==> src/rtl/fetch_dq_pkg.sv <==
package fetch_dq_pkg;

  typedef enum logic {
    KIND_VTX = 1'b0,
    KIND_TEX = 1'b1
  } fetch_kind_e;

  // Room check for a slot: entries already held plus earlier slots this cycle
  function automatic logic has_room(input int occ, input int earlier, input int depth);
    return (occ + earlier) < depth;
  endfunction

  // Latency counter step: reload on start, else count down to zero
  function automatic int lat_next(input int cnt, input logic start, input int lat);
    if (start) return lat;
    if (cnt > 0) return cnt - 1;
    return 0;
  endfunction

endpackage

==> src/rtl/fetch_lat_unit.sv <==
module fetch_lat_unit
  import fetch_dq_pkg::*;
#(
  parameter int LAT = 1
) (
  input  logic clk,
  input  logic rst,
  input  logic start,
  output logic free,
  output logic done
);
  localparam int CW = $clog2(LAT + 1);

  logic [CW-1:0] cnt;

  always_ff @(posedge clk) begin
    if (rst) cnt <= '0;
    else     cnt <= CW'(lat_next(int'(cnt), start, LAT));
  end

  assign done = (cnt == CW'(1));
  assign free = (cnt <= CW'(1));
endmodule

==> src/rtl/fetch_kind_fifo.sv <==
module fetch_kind_fifo #(
  parameter int DEPTH = 2,
  localparam int CW = $clog2(DEPTH + 1)
) (
  input  logic          clk,
  input  logic          rst,
  input  logic [1:0]    push,
  input  logic [1:0]    din,
  input  logic [1:0]    pop_n,
  output logic          head,
  output logic          second,
  output logic [CW-1:0] occ
);
  logic [DEPTH-1:0] mem, nmem;
  logic [CW-1:0]    nocc;

  always_comb begin
    int base;
    nmem = '0;
    for (int i = 0; i < DEPTH; i++) begin
      if (i + int'(pop_n) < DEPTH) nmem[i] = mem[i + int'(pop_n)];
    end
    base = int'(occ) - int'(pop_n);
    if (push[0]) begin
      for (int i = 0; i < DEPTH; i++) if (i == base) nmem[i] = din[0];
      base = base + 1;
    end
    if (push[1]) begin
      for (int i = 0; i < DEPTH; i++) if (i == base) nmem[i] = din[1];
      base = base + 1;
    end
    nocc = CW'(base);
  end

  always_ff @(posedge clk) begin
    if (rst) begin
      mem <= '0;
      occ <= '0;
    end else begin
      mem <= nmem;
      occ <= nocc;
    end
  end

  assign head   = mem[0];
  assign second = mem[(DEPTH > 1) ? 1 : 0];
endmodule

==> src/rtl/fetch_dual_queue.sv <==
module fetch_dual_queue
  import fetch_dq_pkg::*;
#(
  parameter int QDEPTH  = 2,
  parameter int VTX_LAT = 2,
  parameter int TEX_LAT = 1,
  parameter bit UNIFIED = 1'b0
) (
  input  logic       clk,
  input  logic       rst,
  input  logic [1:0] req_valid,
  input  logic [1:0] req_kind,
  output logic [1:0] req_ready,
  output logic       vtx_issue,
  output logic       tex_issue,
  output logic       vtx_done,
  output logic       tex_done
);
  localparam int UDEPTH = 2 * QDEPTH;
  localparam int CW_D   = $clog2(QDEPTH + 1);
  localparam int CW_U   = $clog2(UDEPTH + 1);

  // Named internal events, also observed by the bound checker
  logic            vtx_free, tex_free;
  logic [1:0]      acc;
  logic [CW_U-1:0] occ_a, occ_b;
  logic            head_a, head_b, second_a, second_b;

  assign acc = req_valid & req_ready;

  fetch_lat_unit #(.LAT(VTX_LAT)) u_vtx (
    .clk(clk), .rst(rst), .start(vtx_issue), .free(vtx_free), .done(vtx_done)
  );
  fetch_lat_unit #(.LAT(TEX_LAT)) u_tex (
    .clk(clk), .rst(rst), .start(tex_issue), .free(tex_free), .done(tex_done)
  );

  generate
    if (!UNIFIED) begin : g_ded
      logic [1:0]      push_v, push_t;
      logic [CW_D-1:0] occ_v, occ_t;
      logic            same_kind;

      assign push_v    = acc & ~req_kind;
      assign push_t    = acc & req_kind;
      assign same_kind = req_valid[0] && (req_kind[0] == req_kind[1]);

      fetch_kind_fifo #(.DEPTH(QDEPTH)) q_vtx (
        .clk(clk), .rst(rst), .push(push_v), .din(req_kind),
        .pop_n({1'b0, vtx_issue}), .head(head_a), .second(second_a), .occ(occ_v)
      );
      fetch_kind_fifo #(.DEPTH(QDEPTH)) q_tex (
        .clk(clk), .rst(rst), .push(push_t), .din(req_kind),
        .pop_n({1'b0, tex_issue}), .head(head_b), .second(second_b), .occ(occ_t)
      );

      assign req_ready[0] = has_room(int'(req_kind[0] ? occ_t : occ_v), 0, QDEPTH);
      assign req_ready[1] = has_room(int'(req_kind[1] ? occ_t : occ_v),
                                     int'(same_kind), QDEPTH);

      assign vtx_issue = (occ_v != '0) && vtx_free && (head_a == KIND_VTX);
      assign tex_issue = (occ_t != '0) && tex_free && (head_b == KIND_TEX);

      assign occ_a = CW_U'(occ_v);
      assign occ_b = CW_U'(occ_t);
    end else begin : g_uni
      logic [1:0] pop_u;
      logic       head_go, next_go;

      fetch_kind_fifo #(.DEPTH(UDEPTH)) q_uni (
        .clk(clk), .rst(rst), .push(acc), .din(req_kind),
        .pop_n(pop_u), .head(head_a), .second(second_a), .occ(occ_a)
      );

      assign req_ready[0] = has_room(int'(occ_a), 0, UDEPTH);
      assign req_ready[1] = has_room(int'(occ_a), int'(req_valid[0]), UDEPTH);

      // Head-of-line: only the head, or the head plus a partner of the other kind
      assign head_go = (occ_a != '0) && (head_a ? tex_free : vtx_free);
      assign next_go = head_go && (occ_a >= CW_U'(2)) && (second_a != head_a)
                       && (second_a ? tex_free : vtx_free);
      assign pop_u   = {1'b0, head_go} + {1'b0, next_go};

      assign vtx_issue = (head_go && !head_a) || (next_go && !second_a);
      assign tex_issue = (head_go && head_a)  || (next_go && second_a);

      assign occ_b    = '0;
      assign head_b   = 1'b0;
      assign second_b = 1'b0;
    end
  endgenerate
endmodule

==> config.mk <==
export PLATFORM = sky130hd
export DESIGN_NAME = fetch_dual_queue
export DESIGN_NICKNAME = d
export VERILOG_FILES = /design/src/rtl/fetch_dq_pkg.sv /design/src/rtl/fetch_lat_unit.sv /design/src/rtl/fetch_kind_fifo.sv /design/src/rtl/fetch_dual_queue.sv
export SDC_FILE = /design/constraint.sdc
export NUM_CORES = 1
export LEC_CHECK = 0
export ABC_CLOCK_PERIOD_IN_PS = 4400
export BUFFER_PORTS_ARGS = -buffer_cell sky130_fd_sc_hd__buf_2
export CAP_MARGIN = 20
export CORE_ASPECT_RATIO = 0.9
export CORE_MARGIN = 1
export CORE_UTILIZATION = 51
export DETAILED_ROUTE_END_ITERATION = 16
export PLACE_DENSITY_LB_ADDON = 0.2
export SLEW_MARGIN = 20
export SYNTH_ARGS = -nofsm -noshare
export SYNTH_HDL_FRONTEND = slang
export SYNTH_SLANG_ARGS = --single-unit
==> constraint.sdc <==
create_clock -name clk -period 4.4 [get_ports clk]
set_clock_uncertainty 0.1 [all_clocks]
set_input_delay 0.88 -clock clk [delete_from_list [all_inputs] [get_ports clk]]
set_output_delay 0.88 -clock clk [all_outputs]
set_load 0.1 [all_outputs]
== Word level (Yosys, flattened, before mapping) ==
Index checks and enable logic that the tools add are counted.

* Add/sub/neg operators: 11
* Reductions and logical operators: 11
* $lt $le $gt $ge: 14
* Shift-type cells: 0
* Equal/unequal tests: 6
* Multiply operators: 0
* Muxes and demuxes: 50
* Bitwise operators: 5
* Divide/modulo/power cells: 0

{| class="wikitable"
|+ Operators with widths
! kind !! count
|-
| == test 2 x 32 -> 1 bit (first input constant) || 4
|-
| zero test 32 bit || 4
|-
| less-than comparator 32 x 3 -> 1 bit (second input constant) || 4
|-
| adder 32 x 2 -> 32 bit (second input constant) || 2
|-
| two-way mux 32 bit || 2
|-
| two-way mux 1 bit || 36
|-
| two-way mux 2 bit || 12
|-
| less-than comparator 1 x 2 -> 1 bit (second input constant) || 4
|-
| bitwise AND 2 bit || 3
|-
| subtractor 2 x 1 -> 3 bit || 2
|-
| logical AND 1 bit || 5
|-
| adder 1 x 1 -> 2 bit (first input constant) || 2
|-
| adder 2 bit (second input constant) || 2
|-
| nonzero test 2 bit || 2
|-
| adder 2 x 1 -> 3 bit || 1
|-
| less-than comparator 3 x 2 -> 1 bit (second input constant) || 1
|-
| == test 2 x 1 -> 1 bit (second input constant) || 1
|-
| greater-than comparator 2 x 1 -> 1 bit (second input constant) || 1
|-
| less-or-equal comparator 2 x 1 -> 1 bit (second input constant) || 1
|-
| less-than comparator 2 bit (second input constant) || 1
|-
| NOT 2 bit || 1
|-
| subtractor 2 x 1 -> 2 bit (second input constant) || 1
|-
| == test 1 bit || 1
|-
| greater-than comparator 1 bit (second input constant) || 1
|-
| other kinds (3) || 3
|}

* RAM bits: 0
* ROM bits: 0
* Register bits: 11
* Memories kept: 0
* Input port bits: 6
* Output and inout bits: 6
* Word-level logic and storage cells: 103
* Latch bits: 0

== Logic depth before layout (Yosys ltp) ==
* Depth after elaboration: 12
* Depth in mapped cells: 11
* Depth with buffers taken out: 11

== Hierarchy ==
A second synthesis with hierarchy kept.

* Cell total of the unflattened synthesis: 107
* Area, all modules: 953.4 µm²

{| class="wikitable"
|+ By module, submodules not included
! module !! cells an instance !! instances !! area an instance (µm²)
|-
| fetch_kind_fifo || 41 || 2 || 361.6
|-
| fetch_dual_queue || 14 || 1 || 111.4
|-
| fetch_lat_unit at u_vtx || 7 || 1 || 73.8
|-
| fetch_lat_unit at u_tex || 4 || 1 || 45.0
|}

== Least setup slack after synthesis ==
Ideal clock, no wire load.

* Path kind: reg-to-reg
* Start point: reg g_ded.q_vtx.occ[1]
* End point: reg g_ded.q_vtx.occ[1]
* Clock period less this slack: 3.618 ns
* Library setup time: 0.056 ns
* Slack: 0.782 ns
* Arrival: 3.463 ns
* Cell stages (with the launch flop): 11
* Cell sequence: dfxtp_1 o21bai_1 nor2_1 ha_1 ha_1 inv_1 ha_1 mux2i_4 ha_1 nor2_1 a2bb2o_4

* Cells in the longest elaborated chain, start to end: 8
* Elaborated cells between the ends (all ways): 15
* Classes of those cells: add/sub: 4; order compare: 2; mux: 4; bitwise: 2; reduce/logical: 3

{| class="wikitable"
|+ Ends and longest elaborated chain
! item !! line !! source
|-
| from (decl) || fetch_kind_fifo.sv:12 || <nowiki>output logic [CW-1:0] occ</nowiki>
|-
| from (signal assigned) || fetch_kind_fifo.sv:41 || <nowiki>occ <= nocc;</nowiki>
|-
| nonzero test 2 bit (*) || fetch_dual_queue.sv:61 || <nowiki>assign vtx_issue = (occ_v != '0) && vtx_free && (head_a == KIND_VTX);</nowiki>
|-
| logical AND 1 bit (*) (2 in series) || fetch_dual_queue.sv:61 ||
|-
| net vtx_issue || fetch_dual_queue.sv:14 || <nowiki>output logic vtx_issue,</nowiki>
|-
| subtractor 2 x 1 -> 3 bit (*) || fetch_kind_fifo.sv:23 || <nowiki>base = int'(occ) - int'(pop_n);</nowiki>
|-
| adder 32 x 2 -> 32 bit || fetch_kind_fifo.sv:26 || <nowiki>base = base + 1;</nowiki>
|-
| two-way mux 32 bit (*) || fetch_kind_fifo.sv:24 || <nowiki>if (push[0]) begin</nowiki>
|-
| adder 2 bit || fetch_kind_fifo.sv:30 || <nowiki>base = base + 1;</nowiki>
|-
| two-way mux 2 bit (*) || fetch_kind_fifo.sv:28 || <nowiki>if (push[1]) begin</nowiki>
|}

Mark *: on every way through the listed nets, which the timed path passes. The rest lies on a longest branch.
A chain may end at the register's enable or synchronous reset.

== Worst setup path in the final report ==
* Start point: in req_kind[0]
* End point: out req_ready[1]

* Cells in the longest elaborated chain, start to end: 4

{| class="wikitable"
|+ Ends and longest elaborated chain
! item !! line !! source
|-
| from (decl) || fetch_dual_queue.sv:12 || <nowiki>input logic [1:0] req_kind,</nowiki>
|-
| == test 1 bit || fetch_dual_queue.sv:46 || <nowiki>assign same_kind = req_valid[0] && (req_kind[0] == req_kind[1]);</nowiki>
|-
| logical AND 1 bit || fetch_dual_queue.sv:46 ||
|-
| adder 2 x 1 -> 3 bit || fetch_dq_pkg.sv:10 || <nowiki>return (occ + earlier) < depth;</nowiki>
|-
| less-than comparator 3 x 2 -> 1 bit || fetch_dq_pkg.sv:10 ||
|-
| to (decl) || fetch_dual_queue.sv:13 || <nowiki>output logic [1:0] req_ready,</nowiki>
|}

No other way between the ends.

==> results.cfg <==
[yosys]
avgSynthCellArea_um2 = 9.31
ys.flop_type = sky130_fd_sc_hd__dfxtp_1
synth_area_leader_cell = sky130_fd_sc_hd__ha_1
flops_latches_synth = 11
post_synth_inst_count = 103
netlist_top_cells_count = sky130_fd_sc_hd__ha_1, sky130_fd_sc_hd__inv_1, sky130_fd_sc_hd__dfxtp_1, sky130_fd_sc_hd__nand2_1
synth-async-reset-ratio_pct = 0
total_standard_cell_area_after_synthesis_um2 = 958
ys.warnings.count = 0
synthMostInstantiatedCell = sky130_fd_sc_hd__ha_1
seq_area_frac_synth_pct = 23.0
mappedNetlistNets = 127
synth_edf_count = 0
ys_types = 44
yosys-top-cells-area = sky130_fd_sc_hd__ha_1, sky130_fd_sc_hd__dfxtp_1, sky130_fd_sc_hd__inv_1
synth_top_area_share_pct = 23.5

[worst_setup_path]
worst-endpoint-required_ns = 3.42
cp_cell_sequence = buf_2 > and3b_2 > nor3_1 > a31o_2 > buf_2
path_common_cell = sky130_fd_sc_hd__buf_2
regToRegSetupSlack_ns = 1.61
cp_startpoint_kind = primary input
critPathArrivalTime_ns = 1.92
max_stage_delay_ns = 0.41
worstSetupEndpointType = output pin
critical_path_top_delay_cell = sky130_fd_sc_hd__buf_2
crit_path_max_fanout = 7
criticalPathCategory = in2out

[clock_tree]
clk-insertion-delay-late_ns = 0.27
cts.reportedPaths.clkPinSlew_ns = 0.07
clock_tree.buffer_depth = 2
cts.htree.levels = 1
cts_tree = yes
cts.repair.resized = 0
cts_made_buffers = 3
cts_setup_buffers = 0
cts_root_buf = sky130_fd_sc_hd__clkbuf_4
numClockSinks = 11
ctsHoldBuffers = 0

[placement]
hpwl_after_detailed_placement_mm = 1.48
place_ws_ns = 1.49
io_buffer_count = 11
finalWeightedCongestion = 0.753
placement.cell_area_um2 = 1030

[die]
ioPinCount = 12
die_area_um2 = 2060
floorplan.die.height_um = 43.1
rows = 14
initial_core_util_pct = 55.8
core-area_um2 = 1720
die_w_um = 47.7

[route]
route.vias.total = 764
first_iter_violations = 24
route.final.wire_length_mm = 1.82
antenna_left = 0
residual_drc_count = 0
viasPerCell = 5.46
routed_wire_length_per_instance_um = 13.0
detail_route.first_pass.iterations = 4

[global_route]
antenna_found_initial = 0
grt_pass1_wl_mm = 3.03
largest_net_degree_at_the_start_of_global_routing = 11
grtUsageTotal_pct = 21.1
grt_remaining_overflow = 0
vias_in_the_first_global_route = 684

[timing]
finalSetupTns_ns = 0
post_route_setup_slack_ns = 1.50
slew_viol_final = 0
unrepaired_setup_endpoints_after_global_routing = false
timing.fmax_mhz = 344
finalCritPeriodShare_pct = 66.0
worst_slew_margin_rel_pct = 67.9
setup-violations-final = 0
final.min_clock_period_ns = 2.90
max_slew.worst_pin.slew_ns = 0.485
finalHoldViolCount = 0

[flow_run]
cap_violations = 0

[finish]
insertedDiodeCount = 0
flow.area_growth_from_synthesis_pct = 10.7
finish.net_count = 141
filler_cell_count = 167
post_route_cells_drive_above_1_share_pct = 20.7
fin_area_um2 = 1060

[min_path]
min_path_type = reg2reg

[outcome]
outcome = complete, no violations
sequential cells by signal, summed over array words and instances, names as in the netlist:
register         count
g_ded.q_vtx.mem      2
g_ded.q_vtx.occ      2
g_ded.q_tex.occ      2
u_tex.done           1
u_vtx.cnt            2
g_ded.q_tex.mem      2
through the flow:
step | util [%] | std cells | hold slack (ns)
2_1_floorplan | - | 103 | 0.304
3_3_place_gp | 60.3 | 136 | 0.317
3_5_place_dp | 60.3 | 136 | 0.340
4_1_cts | 61.8 | 140 | 0.348
5_1_grt | 61.8 | 140 | 0.374
6_report | 61.8 | 140 | 0.344
final cells by class:
class | count | area [µm²] | share of cell area (%)
clock buffer | 4 | 26.3 | 2.48
inverter | 17 | 63.8 | 6.01
multi-input combinational | 73 | 666 | 62.7
sequential | 11 | 220 | 20.8
tap | 24 | 30.0 | 2.83
timing repair buffer | 11 | 55.1 | 5.19
critical path, delay by kind of cell:
kind	cells	cell delay, ns
AO/OA/AOI/OAI	1	0.12
buffers and inverters	2	0.55
AND/OR/NAND/NOR	2	0.37
cell usage in the layout, fill, tap and decap left out, types with 3 or more instances in the layout:
| master | n |
|---|---|
| sky130_fd_sc_hd__buf_2 | 11 |
| sky130_fd_sc_hd__clkbuf_4 | 3 |
| sky130_fd_sc_hd__dfxtp_1 | 11 |
| sky130_fd_sc_hd__ha_1 | 18 |
| sky130_fd_sc_hd__inv_1 | 17 |
| sky130_fd_sc_hd__mux2i_1 | 4 |
| sky130_fd_sc_hd__nand2_1 | 5 |
| sky130_fd_sc_hd__nor2_1 | 4 |
logic make-up after synthesis:
family	synth area share, %
flip-flops	23.0
XOR/XNOR	2.61
buffers and inverters	7.57
adder cells (fa/ha/maj)	23.5
AND/OR/NAND/NOR	18.7
multiplexers	9.27
AO/OA/AOI/OAI	15.4
layer usage:
| metal | vias to the layer above | global-route usage, % | part of all wire [%] |
|---|---|---|---|
| met3 | 3 | 7.66 | 5.8 |
| met5 | - | 0 | 0 |
| li1 | 387 | - | - |
| met1 | 351 | 30.5 | 51 |
| met4 | 0 | 5.00 | 0.39 |
| met2 | 23 | 29.5 | 42 |
worst paths after layout:
check	endpoint	start	depth (start not counted)
setup / recovery	req_ready[1]	req_kind[0]	5
hold / removal	u_vtx.cnt[0]	u_vtx.cnt[0]	1
setup reg to reg	g_ded.q_tex.occ[1]	g_ded.q_tex.occ[1]	11
hold reg to reg	u_vtx.cnt[0]	u_vtx.cnt[0]	1
Power is not shown: default switching activity piles up to over one toggle a cycle in this logic, so the estimate is an artifact.
